--- src/rtl/drlu_pkg.sv ---
package drlu_pkg;
  localparam int IN_CNT    = 2;
  localparam int ENTRY_CNT = 1 << IN_CNT;
  localparam int CFG_W     = 2 * ENTRY_CNT;
  localparam int IDX_W     = IN_CNT;

  typedef enum logic [1:0] {
    RAIL_NULL = 2'b00,
    RAIL_ZERO = 2'b01,
    RAIL_ONE  = 2'b10,
    RAIL_BAD  = 2'b11
  } railCode_t;

  // Reset function: every entry yields logic 0.
  localparam logic [CFG_W-1:0] CFG_RESET = {ENTRY_CNT{RAIL_ZERO}};

  typedef struct packed {
    logic             cfgCapture;
    logic             fire;
    logic [IDX_W-1:0] idx;
  } dpStrobe_t;
endpackage

--- src/rtl/drlu_ctrl.sv ---
module drlu_ctrl
  import drlu_pkg::*;
(
  input  logic      clk,
  input  logic      rstN,
  input  logic      cfgLoad,
  input  logic      cfgOk,
  input  logic [1:0] inA,
  input  logic [1:0] inB,
  output dpStrobe_t strobe,
  output logic      codeErr
);
  logic [IN_CNT-1:0][1:0] railsIn;
  logic [IN_CNT-1:0]      isValid;
  logic [IN_CNT-1:0]      isNull;
  logic [IN_CNT-1:0]      isBad;
  logic [IN_CNT-1:0]      bitVal;
  logic                   allValid;
  logic                   allNull;
  logic                   anyBad;
  logic                   errSticky;

  // Index order: operand A is the upper bit, B the lower bit.
  assign railsIn = {inA, inB};

  for (genvar k = 0; k < IN_CNT; k++) begin : g_decode
    assign isValid[k] = railsIn[k] == RAIL_ZERO || railsIn[k] == RAIL_ONE;
    assign isNull[k]  = railsIn[k] == RAIL_NULL;
    assign isBad[k]   = railsIn[k] == RAIL_BAD;
    assign bitVal[k]  = railsIn[k] == RAIL_ONE;
  end

  assign allValid = &isValid;
  assign allNull  = &isNull;
  assign anyBad   = |isBad;

  always_ff @(posedge clk or negedge rstN) begin
    if (!rstN) errSticky <= 1'b0;
    else if (anyBad) errSticky <= 1'b1;
  end

  always_comb begin
    strobe            = '0;
    strobe.cfgCapture = cfgLoad && allNull;
    strobe.fire       = allValid && !anyBad && !errSticky && cfgOk;
    strobe.idx        = bitVal;
  end

  assign codeErr = errSticky;

  AST_ERR_STICKY: assert property (@(posedge clk) disable iff (!rstN)
    codeErr |=> codeErr);
  AST_ERR_ON_BAD: assert property (@(posedge clk) disable iff (!rstN)
    (inA == 2'b11 || inB == 2'b11) |=> codeErr);
endmodule

--- src/rtl/drlu_datapath.sv ---
module drlu_datapath
  import drlu_pkg::*;
(
  input  logic             clk,
  input  logic             rstN,
  input  dpStrobe_t        strobe,
  input  logic [CFG_W-1:0] cfgWord,
  output logic [1:0]       outZ,
  output logic             cfgOk
);
  logic [CFG_W-1:0]         cfgReg;
  logic [ENTRY_CNT-1:0][1:0] entryCode;
  logic [ENTRY_CNT-1:0]     entryOk;
  logic [1:0]               outNext;

  always_ff @(posedge clk or negedge rstN) begin
    if (!rstN) cfgReg <= CFG_RESET;
    else if (strobe.cfgCapture) cfgReg <= cfgWord;
  end

  for (genvar e = 0; e < ENTRY_CNT; e++) begin : g_entry
    assign entryCode[e] = cfgReg[2*e +: 2];
    assign entryOk[e]   = entryCode[e] == RAIL_ZERO || entryCode[e] == RAIL_ONE;
  end

  assign cfgOk   = &entryOk;
  assign outNext = strobe.fire ? entryCode[strobe.idx] : RAIL_NULL;

  always_ff @(posedge clk or negedge rstN) begin
    if (!rstN) outZ <= RAIL_NULL;
    else outZ <= outNext;
  end

  AST_OUT_LEGAL: assert property (@(posedge clk) disable iff (!rstN)
    outZ != 2'b11);
endmodule

--- src/rtl/dr_logic_unit.sv ---
module dr_logic_unit
  import drlu_pkg::*;
(
  input  logic             clk,
  input  logic             rstN,
  input  logic             cfgLoad,
  input  logic [CFG_W-1:0] cfgWord,
  input  logic [1:0]       inA,
  input  logic [1:0]       inB,
  output logic [1:0]       outZ,
  output logic             cfgBad,
  output logic             codeErr
);
  dpStrobe_t strobe;
  logic      cfgOk;

  drlu_ctrl u_ctrl (
    .clk     (clk),
    .rstN    (rstN),
    .cfgLoad (cfgLoad),
    .cfgOk   (cfgOk),
    .inA     (inA),
    .inB     (inB),
    .strobe  (strobe),
    .codeErr (codeErr)
  );

  drlu_datapath u_dp (
    .clk     (clk),
    .rstN    (rstN),
    .strobe  (strobe),
    .cfgWord (cfgWord),
    .outZ    (outZ),
    .cfgOk   (cfgOk)
  );

  assign cfgBad = !cfgOk;

  AST_NULL_GIVES_NULL: assert property (@(posedge clk) disable iff (!rstN)
    (inA == 2'b00 || inB == 2'b00) |=> outZ == 2'b00);
  AST_BAD_CFG_SILENT: assert property (@(posedge clk) disable iff (!rstN)
    cfgBad |=> outZ == 2'b00);
  AST_ERR_SILENT: assert property (@(posedge clk) disable iff (!rstN)
    codeErr |-> outZ == 2'b00);
  AST_CFG_HELD_BUSY: assert property (@(posedge clk) disable iff (!rstN)
    (inA != 2'b00 || inB != 2'b00) |=> $stable(u_dp.cfgReg));
endmodule

--- config.mk ---
export PLATFORM = sky130hd
export DESIGN_NAME = dr_logic_unit
export DESIGN_NICKNAME = d
export VERILOG_FILES = /design/src/rtl/drlu_pkg.sv /design/src/rtl/drlu_ctrl.sv /design/src/rtl/drlu_datapath.sv /design/src/rtl/dr_logic_unit.sv
export SDC_FILE = /design/constraint.sdc
export NUM_CORES = 1
export LEC_CHECK = 0
export BUFFER_PORTS_ARGS = -buffer_cell sky130_fd_sc_hd__buf_2
export CAP_MARGIN = 20
export CELL_PAD_IN_SITES_DETAIL_PLACEMENT = 1
export CELL_PAD_IN_SITES_GLOBAL_PLACEMENT = 2
export CORE_MARGIN = 2
export CORE_UTILIZATION = 31
export DETAILED_ROUTE_END_ITERATION = 16
export PLACE_DENSITY_LB_ADDON = 0.3
export SYNTH_ARGS = -nofsm -noshare
export SYNTH_HDL_FRONTEND = slang
export SYNTH_SLANG_ARGS = --single-unit
export TNS_END_PERCENT = 50
--- constraint.sdc ---
create_clock -name clk -period 1.19 [get_ports clk]
set_input_delay 0.119 -clock clk [delete_from_list [all_inputs] [get_ports clk]]
set_output_delay 0.119 -clock clk [all_outputs]
set_load 0.03 [all_outputs]
-- Word-level counts from Yosys, hierarchy flattened
Cells that the tools add are included.
- $lt $le $gt $ge: 1
- eq/ne operators: 14
- multiplexer cells: 3
- reductions and logical operators: 19
- operators with widths (kind ; count):
    $eq 2x2->1 const B ; 8
    $eq 2x1->1 const B ; 6
    $logic_or 1x1->1 ; 6
    $bmux 2 s2 ; 1
    $logic_and 1x1->1 ; 4
    $logic_not 2->1 ; 2
    $mux 2 ; 2
    $reduce_and 2->1 ; 2
    $reduce_and 4->1 ; 1
    $logic_not 1->1 ; 3
    $lt 2x3->1 const B ; 1
    $reduce_or 2->1 ; 1
- register bits: 11
- input port bits: 15
- output and inout bits: 4

-- Longest topological paths before layout
Gate-level depths: netlist of the first run.
- word-level depth: 7
- mapped depth: 4
- mapped depth without buffers: 4

-- Modules after synthesis
Synthesis of the first run repeated with hierarchy kept, for this count alone.
- cell total of the unflattened synthesis: 44
- area, all modules: 604.3 sq um
- modules (own cells, without submodules) (module ; times used ; cells each ; area an instance (sq um) ; sequential area each (sq um)):
    drlu_datapath ; 1 ; 28 ; 456.7 ; 255.2
    drlu_ctrl ; 1 ; 15 ; 143.9 ; 25.0
    dr_logic_unit ; 1 ; 1 ; 3.8 ; 0.0

-- Worst setup path before layout of the first run
No wires, ideal clock.
- path type: reg-to-reg
- start: register u_dp.cfgReg[4]
- end: register u_dp.outZ[0]
- arrival: 1.306 ns
- path slack: -0.209 ns
- cell stages (with the launch flop): 4
- path buffers: 0
- period minus slack after synthesis: 1.399 ns
- cell sequence: dfstp_2 xor2_1 nand4_1 nor3b_1
- cells in the longest elaborated chain, start to end: 5
- elaborated cells on any way between the ends: 8
- those cells by class: eq/ne: 2; mux: 3; reduce/logical: 3
- RTL lines (item ; RTL line ; RTL):
    from (decl) ; drlu_datapath.sv:11 ; logic [CFG_W-1:0] cfgReg;
    from (signal assigned) ; drlu_datapath.sv:18 ; else if (strobe.cfgCapture) cfgReg <= cfgWord;
    $eq 2x1->1 or $eq 2x2->1 (tied branches) ; drlu_datapath.sv:23 ; assign entryOk[e] = entryCode[e] == RAIL_ZERO || entryCode[e] == RAIL_ONE;
    $logic_or 1x1->1 ; drlu_datapath.sv:23 ;
    $reduce_and 4->1 ; drlu_datapath.sv:26 ; assign cfgOk = &entryOk;
    $logic_and 1x1->1 ; drlu_ctrl.sv:45 ; strobe.fire = allValid && !anyBad && !errSticky && cfgOk;
    $mux 2 (*) ; drlu_datapath.sv:27 ; assign outNext = strobe.fire ? entryCode[strobe.idx] : RAIL_NULL;
    net u_dp.outNext[0] ; drlu_datapath.sv:14 ; logic [1:0] outNext;
    to (signal assigned) ; drlu_datapath.sv:31 ; else outZ <= outNext;
    to (decl) ; drlu_datapath.sv:8 ; output logic [1:0] outZ,
Mark *: on every way through the listed nets, which the timed path passes. The rest lies on a longest branch. The select of a mux whose other input is x is not followed.
A chain may end at the register's enable or synchronous reset.

-- Worst setup path after layout of the first run
- start: register u_dp.cfgReg[2]
- end: output port cfgBad
- cells in the longest elaborated chain, start to end: 4
- elaborated cells on any way between the ends: 5
- those cells by class: eq/ne: 2; reduce/logical: 3
- RTL lines (item ; RTL line ; RTL):
    $eq 2x1->1 or $eq 2x2->1 (tied branches) ; drlu_datapath.sv:23 ;
    $logic_or 1x1->1 (*) ; drlu_datapath.sv:23 ;
    $reduce_and 4->1 (*) ; drlu_datapath.sv:26 ;
    $logic_not 1->1 (*) ; dr_logic_unit.sv:37 ; assign cfgBad = !cfgOk;
    to (decl) ; dr_logic_unit.sv:11 ; output logic cfgBad,
Mark *: on every way between the ends. The rest lies on a longest branch, timed or not.

==> impl_metrics.yaml, run 1 <==
run_status:
  status: "finished with violations"
  violations: "setup timing"
synthesis:
  synth_area_per_cell_um2: 13.9
  syn-cell-area_um2: 586
  yosysWarningCount: 0
  synth_cell_types: 12
  synth_cells: 42
  synth-seq-cells: 11
  ys_seq_area_frac: 0.479
  syn-num-nets: 63
detailed_routing:
  vias: 428
  wl_met3_um: 98
  met1_length_um: 473
  drc_errors: 0
  drt_wl_total_um: 1130
  drt_first_pass_iters: 2
  drt-wirelength-per-cell_um: 11.6
  postRouteAntennaNets: 0
  top_layer: "met3"
  route.met2.wl_um: 562
  initialDrtViolationCount: 3
  viasPerCell: 4.37
clock_tree:
  htreeDepth: 1
  cts_buffer_depth: 2
  clock_sinks: 11
  clkTransAtPathRegs_ns: 0.06
  tritoncts: "built"
  clock_latency_ns: 0.26
  clock-root-buffer: "clkbuf_4"
  cts_buffers: 3
placed_design:
  gp_congestion: 0.723
  placed_area_um2: 722
  numPortBuffers: 18
  place_hpwl_um: 865
finish:
  layout_commonest_cell: "buf_2"
  layout-drive-gt1-share: 0.630
  nets: 95
  fin_area_um2: 820
  final_cell_mix: "buf_2, mux2_2, buf_4"
  area.growth.synth_to_final_pct: 40.0
  antenna_cells: 0
  postLayoutCoreUtil: 0.470
die:
  initial_core_util: 0.335
  die-width_um: 47.5
  placementRows: 15
  core_um2: 1750
  die_area_um2: 2250
  die_y_um: 47.5
  ios: 19
pwr:
  irDropWorstVdd_mv: 0.825
  finalPower_mw: 1.07
  power_density_nw_per_um2: 1310
  leakage_nw: 0.403
critical_path:
  crit_required_ns: 1.07
  arrival_ns: 1.31
  r2r-end: "u_dp.outZ[0]$_DFF_PN0_"
  setup.worst_path.start_class: "register"
  end_kind: "output pin"
  rr_startpoint: "u_dp.cfgReg[2]$_DFFE_PN1P_"
  rr_worst_depth: 5
  worst-setup-path-type: "register to output pin"
  r2r_slack_ns: -0.18
  critPathMaxFanout: 2
worst_hold_path:
  hold-path-cell-count: 2
  hp-class: "primary input to register"
  hold_start: "cfgWord[3]"
  min_to: "u_dp.cfgReg[3]$_DFFE_PN0P_"
sta:
  tightest_slew_ns: 0.276
  finalCriticalPeriod_ns: 1.42
  max-slew-margin-rel: 0.815
  setup_viol: 3
  rsz0062_at_grt: "yes"
  skew_ns: 0.00340
  period_share: 1.20
  fin_ws_ns: -0.234
  drv_slew: 0
  setup_tns_ns: -0.599
  hold_viol_final: 0
  fmax_mhz: 702
global_routing:
  grt_pass1_vias: 454
  grt_antenna_before_repair: 0
  grt_max_degree: 12
  grt_pass1_wl_um: 1930
  grt_overflow_total: 0
  track_usage: 0.133
job:
  drv_cap: 0
-- how the worst max path moves through the flow --
stage	slack (ns)	start	to	cells past startpoint
after detailed placement	-0.1	inB[0]	u_dp.outZ[0]$_DFF_PN0_	5
after global routing	-0.30	u_dp.cfgReg[0]$_DFFE_PN1P_	cfgBad	3
after CTS	-0.23	u_dp.cfgReg[2]$_DFFE_PN1P_	cfgBad	3
after global placement	-0.07	inB[0]	u_dp.outZ[1]$_DFF_PN0_	5
after floorplan	-0.20	u_dp.cfgReg[2]$_DFFE_PN1P_	u_dp.outZ[0]$_DFF_PN0_	3
final	-0.23	u_dp.cfgReg[2]$_DFFE_PN1P_	cfgBad	3
-- through the flow --
step / worst slack [ns] / cells / hold WS, ns
global route: -0.298 / 98 / 0.0692
floorplan: -0.196 / 42 / -0.177
CTS: -0.231 / 98 / 0.0727
global placement: -0.0702 / 87 / -0.00485
finish: -0.234 / 98 / 0.0802
detailed placement: -0.0965 / 87 / 0.000410
-- layer usage --
layer / global-route usage / up-vias
li1: - / 208
met1: 0.148 / 204
met2: 0.227 / 16
met3: 0.0679 / 0
met4: 0.0333 / 0
met5: 0 / -
-- timing repair --
| item | CTS | global route |
|---|---|---|
| hold endpoints to repair | 11 | 0 |
| gates cloned | 0 | 0 |
| gates resized for setup | 4 | 0 |
| buffers inserted | 6 | 0 |
| setup endpoints to repair | 1 | 3 |
| hold buffers | 1 | 0 |
| pin swaps | 1 | 0 |
-- report_power, final --
group / internal, mW / switching [mW]
Combinational: 0.200 / 0.112
Sequential: 0.462 / 0.0541
Clock: 0.130 / 0.113
-- kinds of logic (layout without fill, tap and decap cells) --
kind of cell	Yosys count	after routing	synth area share
DFF	11	11	0.479
xor gates and xnor gates	4	4	0.0598
muxes	10	10	0.231
adders and majority gates	6	6	0.128
and+or+nand+nor	6	6	0.0705
buffers and inverters	5	36	0.0321
-- final cells by class --
class                   count  area, µm²
clock buffers               4       26.3
fillers                   197        926
inverters                   5       18.8
multi-input cells          26        297
flip-flops and latches     11        280
well taps                  25       31.3
repair buffers             27        166
-- sequential cells by signal, summed over array words and instances (netlist names) --
signal          flops
u_dp.cfgReg         8
u_ctrl.codeErr      1
u_dp.outZ           2
-- Yosys cell counts --
library cell,number,area share
xor2_1,4,0.060
inv_1,5,0.032
nand3_1,1,0.0085
dfstp_2,4,0.18
nor3_1,1,0.0085
nor3b_1,2,0.026
nand3_2,1,0.017
ha_1,6,0.13
mux4_2,2,0.077
mux2_2,8,0.15
nand4_1,1,0.011
dfrtp_1,7,0.30
-- critical path, cell delays in order, from the launching register on --
cell and delay [ns]:
dfstp_2 0.55, xor2_1 0.14, nand4_1 0.17, buf_6 0.18
(Power assumes the default switching activity.)
==> run 2, diff against run 1 <==
--- a/config.mk
+++ b/config.mk
@@ -9,10 +9,11 @@
 export CAP_MARGIN = 20
 export CELL_PAD_IN_SITES_DETAIL_PLACEMENT = 1
 export CELL_PAD_IN_SITES_GLOBAL_PLACEMENT = 2
-export CORE_MARGIN = 2
+export CORE_MARGIN = 4
 export CORE_UTILIZATION = 31
 export DETAILED_ROUTE_END_ITERATION = 16
 export PLACE_DENSITY_LB_ADDON = 0.3
+export REMOVE_ABC_BUFFERS = 1
 export SYNTH_ARGS = -nofsm -noshare
 export SYNTH_HDL_FRONTEND = slang
 export SYNTH_SLANG_ARGS = --single-unit
==> run 2 against run 1 <==
Against the previous run: sequential power about the same; utilization decreased by 1.9 points; non-clock buffer count down 2; register-to-register slack better by 0.16 ns; worst hold slack improved by 0.0033 ns; critical path depth stayed put; the flow still finishes with violations (setup timing); first-iteration DRC count shrank 100%; sequential share of layout area up 1.1 points.
==> impl_metrics.yaml, run 2 (same netlist as run 1, synthesis figures left out) <==
sta:
  skew_ns: 0.00255
  fin_ws_ns: -0.262
  fmax_mhz: 689
  period_share: 1.22
  max-slew-margin-rel: 0.799
  drv_slew: 0
  finalCriticalPeriod_ns: 1.45
  setup_viol: 3
  hold_slack_ns: 0.0835
  tightest_slew_ns: 0.300
  hold_viol_final: 0
  rsz0062_at_grt: "yes"
detailed_routing:
  drt_first_pass_iters: 1
  drt-wirelength-per-cell_um: 11.9
  drc_errors: 0
  viasPerCell: 4.28
  initialDrtViolationCount: 0
  postRouteAntennaNets: 0
  vias: 411
  drt_wl_total_um: 1140
die:
  die-width_um: 51.5
  die_area_um2: 2650
  initial_core_util: 0.332
  placementRows: 15
  die_y_um: 51.5
  core_um2: 1760
  ios: 19
pwr:
  netSwitchingFraction: 0.258
  intPower_mw: 0.774
  power_frac_comb: 0.273
  power_frac_clock: 0.234
  power_density_nw_per_um2: 1310
  sequentialPowerShare: 0.494
  irDropWorstVdd_mv: 0.814
  finalPower_mw: 1.04
  power.switching_mw: 0.269
  leakage_nw: 0.394
placed_design:
  numPortBuffers: 18
  gp_congestion: 0.668
  placed_area_um2: 722
critical_path:
  end_kind: "output pin"
  crit_required_ns: 1.07
  setup.worst_path.start_class: "register"
  arrival_ns: 1.33
  critPathMaxFanout: 3
  worst-setup-path-type: "register to output pin"
finish:
  seqCellArea_um2: 280
  multi_input_area_um2: 287
  layout_commonest_cell: "buf_2"
  area.growth.synth_to_final_pct: 35.7
  final_cell_mix: "buf_2, mux2_2, dfrtp_1"
  largest_register_ffs: 8
  layout-drive-gt1-share: 0.592
  postLayoutCoreUtil: 0.450
  fin_area_um2: 795
  fillerInstances: 214
  nets: 93
  antenna_cells: 0
  regMostFlops: "u_dp.cfgReg"
global_routing:
  grt_pass1_wl_um: 2120
  grt_overflow_total: 0
  track_usage: 0.108
  grt_pass1_vias: 454
  grt_antenna_before_repair: 0
  grt_max_degree: 12
clock_tree:
  clock_latency_ns: 0.26
  cts_buffers: 3
  clock_sinks: 11
  cts_buffer_depth: 2
  htreeDepth: 1
  clock-root-buffer: "clkbuf_4"
  tritoncts: "built"
  clkTransAtPathRegs_ns: 0.06
job:
  drv_cap: 0
run_status:
  status: "finished with violations"
  violations: "setup timing"
worst_hold_path:
  hp-class: "primary input to register"
==> run 2: changes by cell type in the layout (fill, tap and decap cells not counted) <==
cell	previous run	this run
buf_4	8	6
nor3b_1	0	2
nor3b_2	2	0
==> run 2: power groups by stage <==
stage	combinational [mW]	sequential (mW)	clock (mW)
2_1_floorplan	0.164	0.508	0
3_3_place_gp	0.219	0.528	0
3_5_place_dp	0.223	0.528	0
4_1_cts	0.291	0.514	0.257
5_1_grt	0.319	0.529	0.279
6_report	0.284	0.515	0.243
==> run 2: path summary, 6_finish.rpt <==
kind	from	to	slack, ns	cells after the start
setup / recovery	u_dp.cfgReg[2]$_DFFE_PN1P_	cfgBad	-0.26	3
hold / removal	cfgWord[1]	u_dp.cfgReg[1]$_DFFE_PN0P_	0.08	2
setup reg to reg	u_dp.cfgReg[2]$_DFFE_PN1P_	u_dp.outZ[0]$_DFF_PN0_	-0.02	3
hold reg to reg	u_ctrl.codeErr$_DFFE_PN0P_	u_ctrl.codeErr$_DFFE_PN0P_	0.48	2
max in group asynchronous	rstN	u_dp.cfgReg[4]$_DFFE_PN1P_	0.68	2
min in group asynchronous	rstN	u_dp.outZ[1]$_DFF_PN0_	0.25	2
==> run 2: critical path, cell delays in order, from the launching register on <==
cell     delay, ns
dfstp_2       0.54
xor2_1        0.14
nand4_1       0.19
buf_6         0.19
==> run 2: layout make-up <==
| class | count | share of cell area |
|---|---|---|
| clock buffer | 4 | 0.0331 |
| timing repair buffer | 25 | 0.191 |
| inverter | 5 | 0.0236 |
| sequential | 11 | 0.353 |
| multi-input combinational | 26 | 0.361 |
| tap | 25 | 0.0394 |
==> run 2: stage by stage <==
stage	TNS (ns)	cells	setup WS (ns)
finish	-0.298	96	-0.262
global route	-0.696	96	-0.390
CTS	-0.329	96	-0.280
detailed placement	-0.565	87	-0.0785
global placement	-0.405	87	-0.0747
floorplan	-0.417	42	-0.209
==> run 2: what timing repair did <==
item / 4_1_cts / 5_1_grt
cloned: 0 / 0
pin swaps: 1 / 1
resized for setup: 2 / 0
buffers inserted: 4 / 0
endpoints found under the setup margin: 3 / 3
hold buffers: 1 / 0
hold endpoints to repair: 11 / 0
==> run 2: metal layers <==
metal | global-route usage | up-vias | wire, µm
li1 | - | 203 | -
met5 | 0 | - | 0
met3 | 0.0437 | 2 | 78
met1 | 0.140 | 192 | 490
met4 | 0.0262 | 0 | 4
met2 | 0.165 | 14 | 567
==> run 3, diff against run 2 <==
--- a/config.mk
+++ b/config.mk
@@ -10,7 +10,7 @@
 export CELL_PAD_IN_SITES_DETAIL_PLACEMENT = 1
 export CELL_PAD_IN_SITES_GLOBAL_PLACEMENT = 2
 export CORE_MARGIN = 4
-export CORE_UTILIZATION = 31
+export CORE_UTILIZATION = 25
 export DETAILED_ROUTE_END_ITERATION = 16
 export PLACE_DENSITY_LB_ADDON = 0.3
 export REMOVE_ABC_BUFFERS = 1
==> constraint.sdc (replaced) <==
create_clock -name clk -period 1.6 [get_ports clk]
set_input_delay 0.16 -clock clk [delete_from_list [all_inputs] [get_ports clk]]
set_output_delay 0.16 -clock clk [all_outputs]
set_load 0.03 [all_outputs]
==> run 3 against run 2 <==
Against the previous run: the flow now finishes without violations; non-clock buffer count fell by 6; sequential power fell by 25%; worst hold slack improved by 0.034 ns; global-route usage fell by 3.6 points; largest cell class unchanged.
==> impl_metrics.yaml, run 3 (same netlist as run 1, synthesis figures left out) <==
run_status:
  status: "finished, final reports clean"
global_routing:
  grt_max_degree: 12
  grt_use_met3: 0.0483
  grt_pass1_wl_um: 1730
  grt_antenna_before_repair: 0
  grt-busiest-layer: "met2"
  met2_usage: 0.107
  grt_pass1_vias: 378
  track_usage: 0.0719
  grtUsageMet1: 0.0840
  grt_overflow_total: 0
critical_path:
  crit_end: "cfgBad"
  r2r-end: "u_dp.outZ[1]$_DFF_PN0_"
  rr_worst_depth: 3
  end_kind: "output pin"
  arrival_ns: 1.36
  worst-setup-path-type: "register to output pin"
  setup.worst_path.start_class: "register"
  critPathMaxFanout: 3
  setup.worst_path.start: "u_dp.cfgReg[0]$_DFFE_PN1P_"
  r2r_slack_ns: 0.38
  rr_startpoint: "u_dp.cfgReg[0]$_DFFE_PN1P_"
  crit_required_ns: 1.44
sta:
  drv_slew: 0
  setup_viol: 0
  fmax_mhz: 656
  period_share: 0.953
  hold_slack_ns: 0.117
  tightest_slew_ns: 0.244
  fin_ws_ns: 0.0760
  skew_ns: 0.00236
  finalCriticalPeriod_ns: 1.52
  setup_tns_ns: 0
  rsz0062_at_grt: "yes"
  hold_viol_final: 0
  max-slew-margin-rel: 0.837
placed_design:
  place_hpwl_um: 870
  numPortBuffers: 18
  placed_area_um2: 711
  place_ws_ns: 0.270
  dp.cells: 88
  gp_congestion: 0.686
finish:
  fin_area_um2: 753
  antenna_cells: 0
  area.growth.synth_to_final_pct: 28.6
  nets: 87
  multi_input_area_um2: 287
  final_cells: 93
  layout_commonest_cell: "buf_2"
  fillerInstances: 277
  regMostFlops: "u_dp.cfgReg"
  seqCellArea_um2: 280
  largest_register_ffs: 8
  layout-drive-gt1-share: 0.554
  final_cell_mix: "buf_2, mux2_2, dfrtp_1"
detailed_routing:
  drc_errors: 0
  vias: 389
  initialDrtViolationCount: 4
  drt_wl_total_um: 1020
  drt_first_pass_iters: 3
  viasPerCell: 4.18
  drt-wirelength-per-cell_um: 11.0
  postRouteAntennaNets: 0
die:
  core_um2: 2210
  initial_core_util: 0.265
  ios: 19
  die-width_um: 56.4
  die_y_um: 56.4
  placementRows: 17
  die_area_um2: 3180
worst_hold_path:
  hp-class: "primary input to register"
clock_tree:
  cts_buffers: 3
  clock-root-buffer: "clkbuf_4"
  htreeDepth: 1
  clkTransAtPathRegs_ns: 0.06
  tritoncts: "built"
  clock_sinks: 11
  clock_latency_ns: 0.27
  cts_buffer_depth: 2
job:
  drv_cap: 0
pwr:
  irDropWorstVdd_mv: 0.481
  power_frac_comb: 0.228
  power_density_nw_per_um2: 983
  power_frac_clock: 0.249
  intPower_mw: 0.545
  leakage_nw: 0.364
  netSwitchingFraction: 0.263
  power.switching_mw: 0.195
  sequentialPowerShare: 0.523
[run 3: routing by layer]
metal,vias to the layer above,part of all wire
met2,13,0.48
met1,184,0.43
li1,192,-
met3,0,0.094
met5,-,0
met4,0,0
[run 3: repair_timing]
| action | 4_1_cts | 5_1_grt |
|---|---|---|
| endpoints found under the setup margin | 0 | 1 |
| resized for setup | 0 | 3 |
| hold buffers | 1 | 0 |
| endpoints found under the hold margin | 11 | 0 |
| setup buffers | 0 | 0 |
[run 3: worst max-delay path: stages (launching register included)]
cell and delay [ns]:
dfstp_2 0.55, xor2_1 0.15, nand4_1 0.20, buf_6 0.20
[run 3: metrics by stage]
stage / utilization / total power [mW]
after floorplan: - / 0.500
after global placement: 0.321 / 0.553
after detailed placement: 0.321 / 0.554
after CTS: 0.338 / 0.747
after global routing: 0.340 / 0.798
final: 0.340 / 0.740
[run 3: how the worst min path moves through the flow]
| stage | to | slack (ns) | cells after the start | startpoint |
|---|---|---|---|---|
| 3_3_place_gp | u_dp.cfgReg[1]$_DFFE_PN0P_ | 0.04 | 1 | rstN |
| 5_1_grt | u_dp.cfgReg[3]$_DFFE_PN0P_ | 0.10 | 2 | cfgWord[3] |
| 3_5_place_dp | u_dp.cfgReg[1]$_DFFE_PN0P_ | 0.04 | 1 | rstN |
| 2_1_floorplan | u_ctrl.codeErr$_DFFE_PN0P_ | -0.14 | 0 | rstN |
| 4_1_cts | u_dp.cfgReg[3]$_DFFE_PN0P_ | 0.11 | 2 | cfgWord[3] |
| 6_report | u_dp.cfgReg[3]$_DFFE_PN0P_ | 0.12 | 2 | cfgWord[3] |
[run 3: power groups by stage]
stage | sequential, mW | combinational [mW] | clock (mW)
after detailed placement | 0.393 | 0.161 | 0
after global placement | 0.394 | 0.158 | 0
after CTS | 0.388 | 0.164 | 0.195
after global routing | 0.396 | 0.187 | 0.216
final | 0.387 | 0.169 | 0.184
after floorplan | 0.378 | 0.122 | 0
[run 3: final cells by class]
cell class	instances	area share
clock buffer	4	0.0349
inverter	5	0.0249
multi-input combinational	26	0.380
sequential	11	0.372
tap	28	0.0465
timing repair buffer	19	0.141
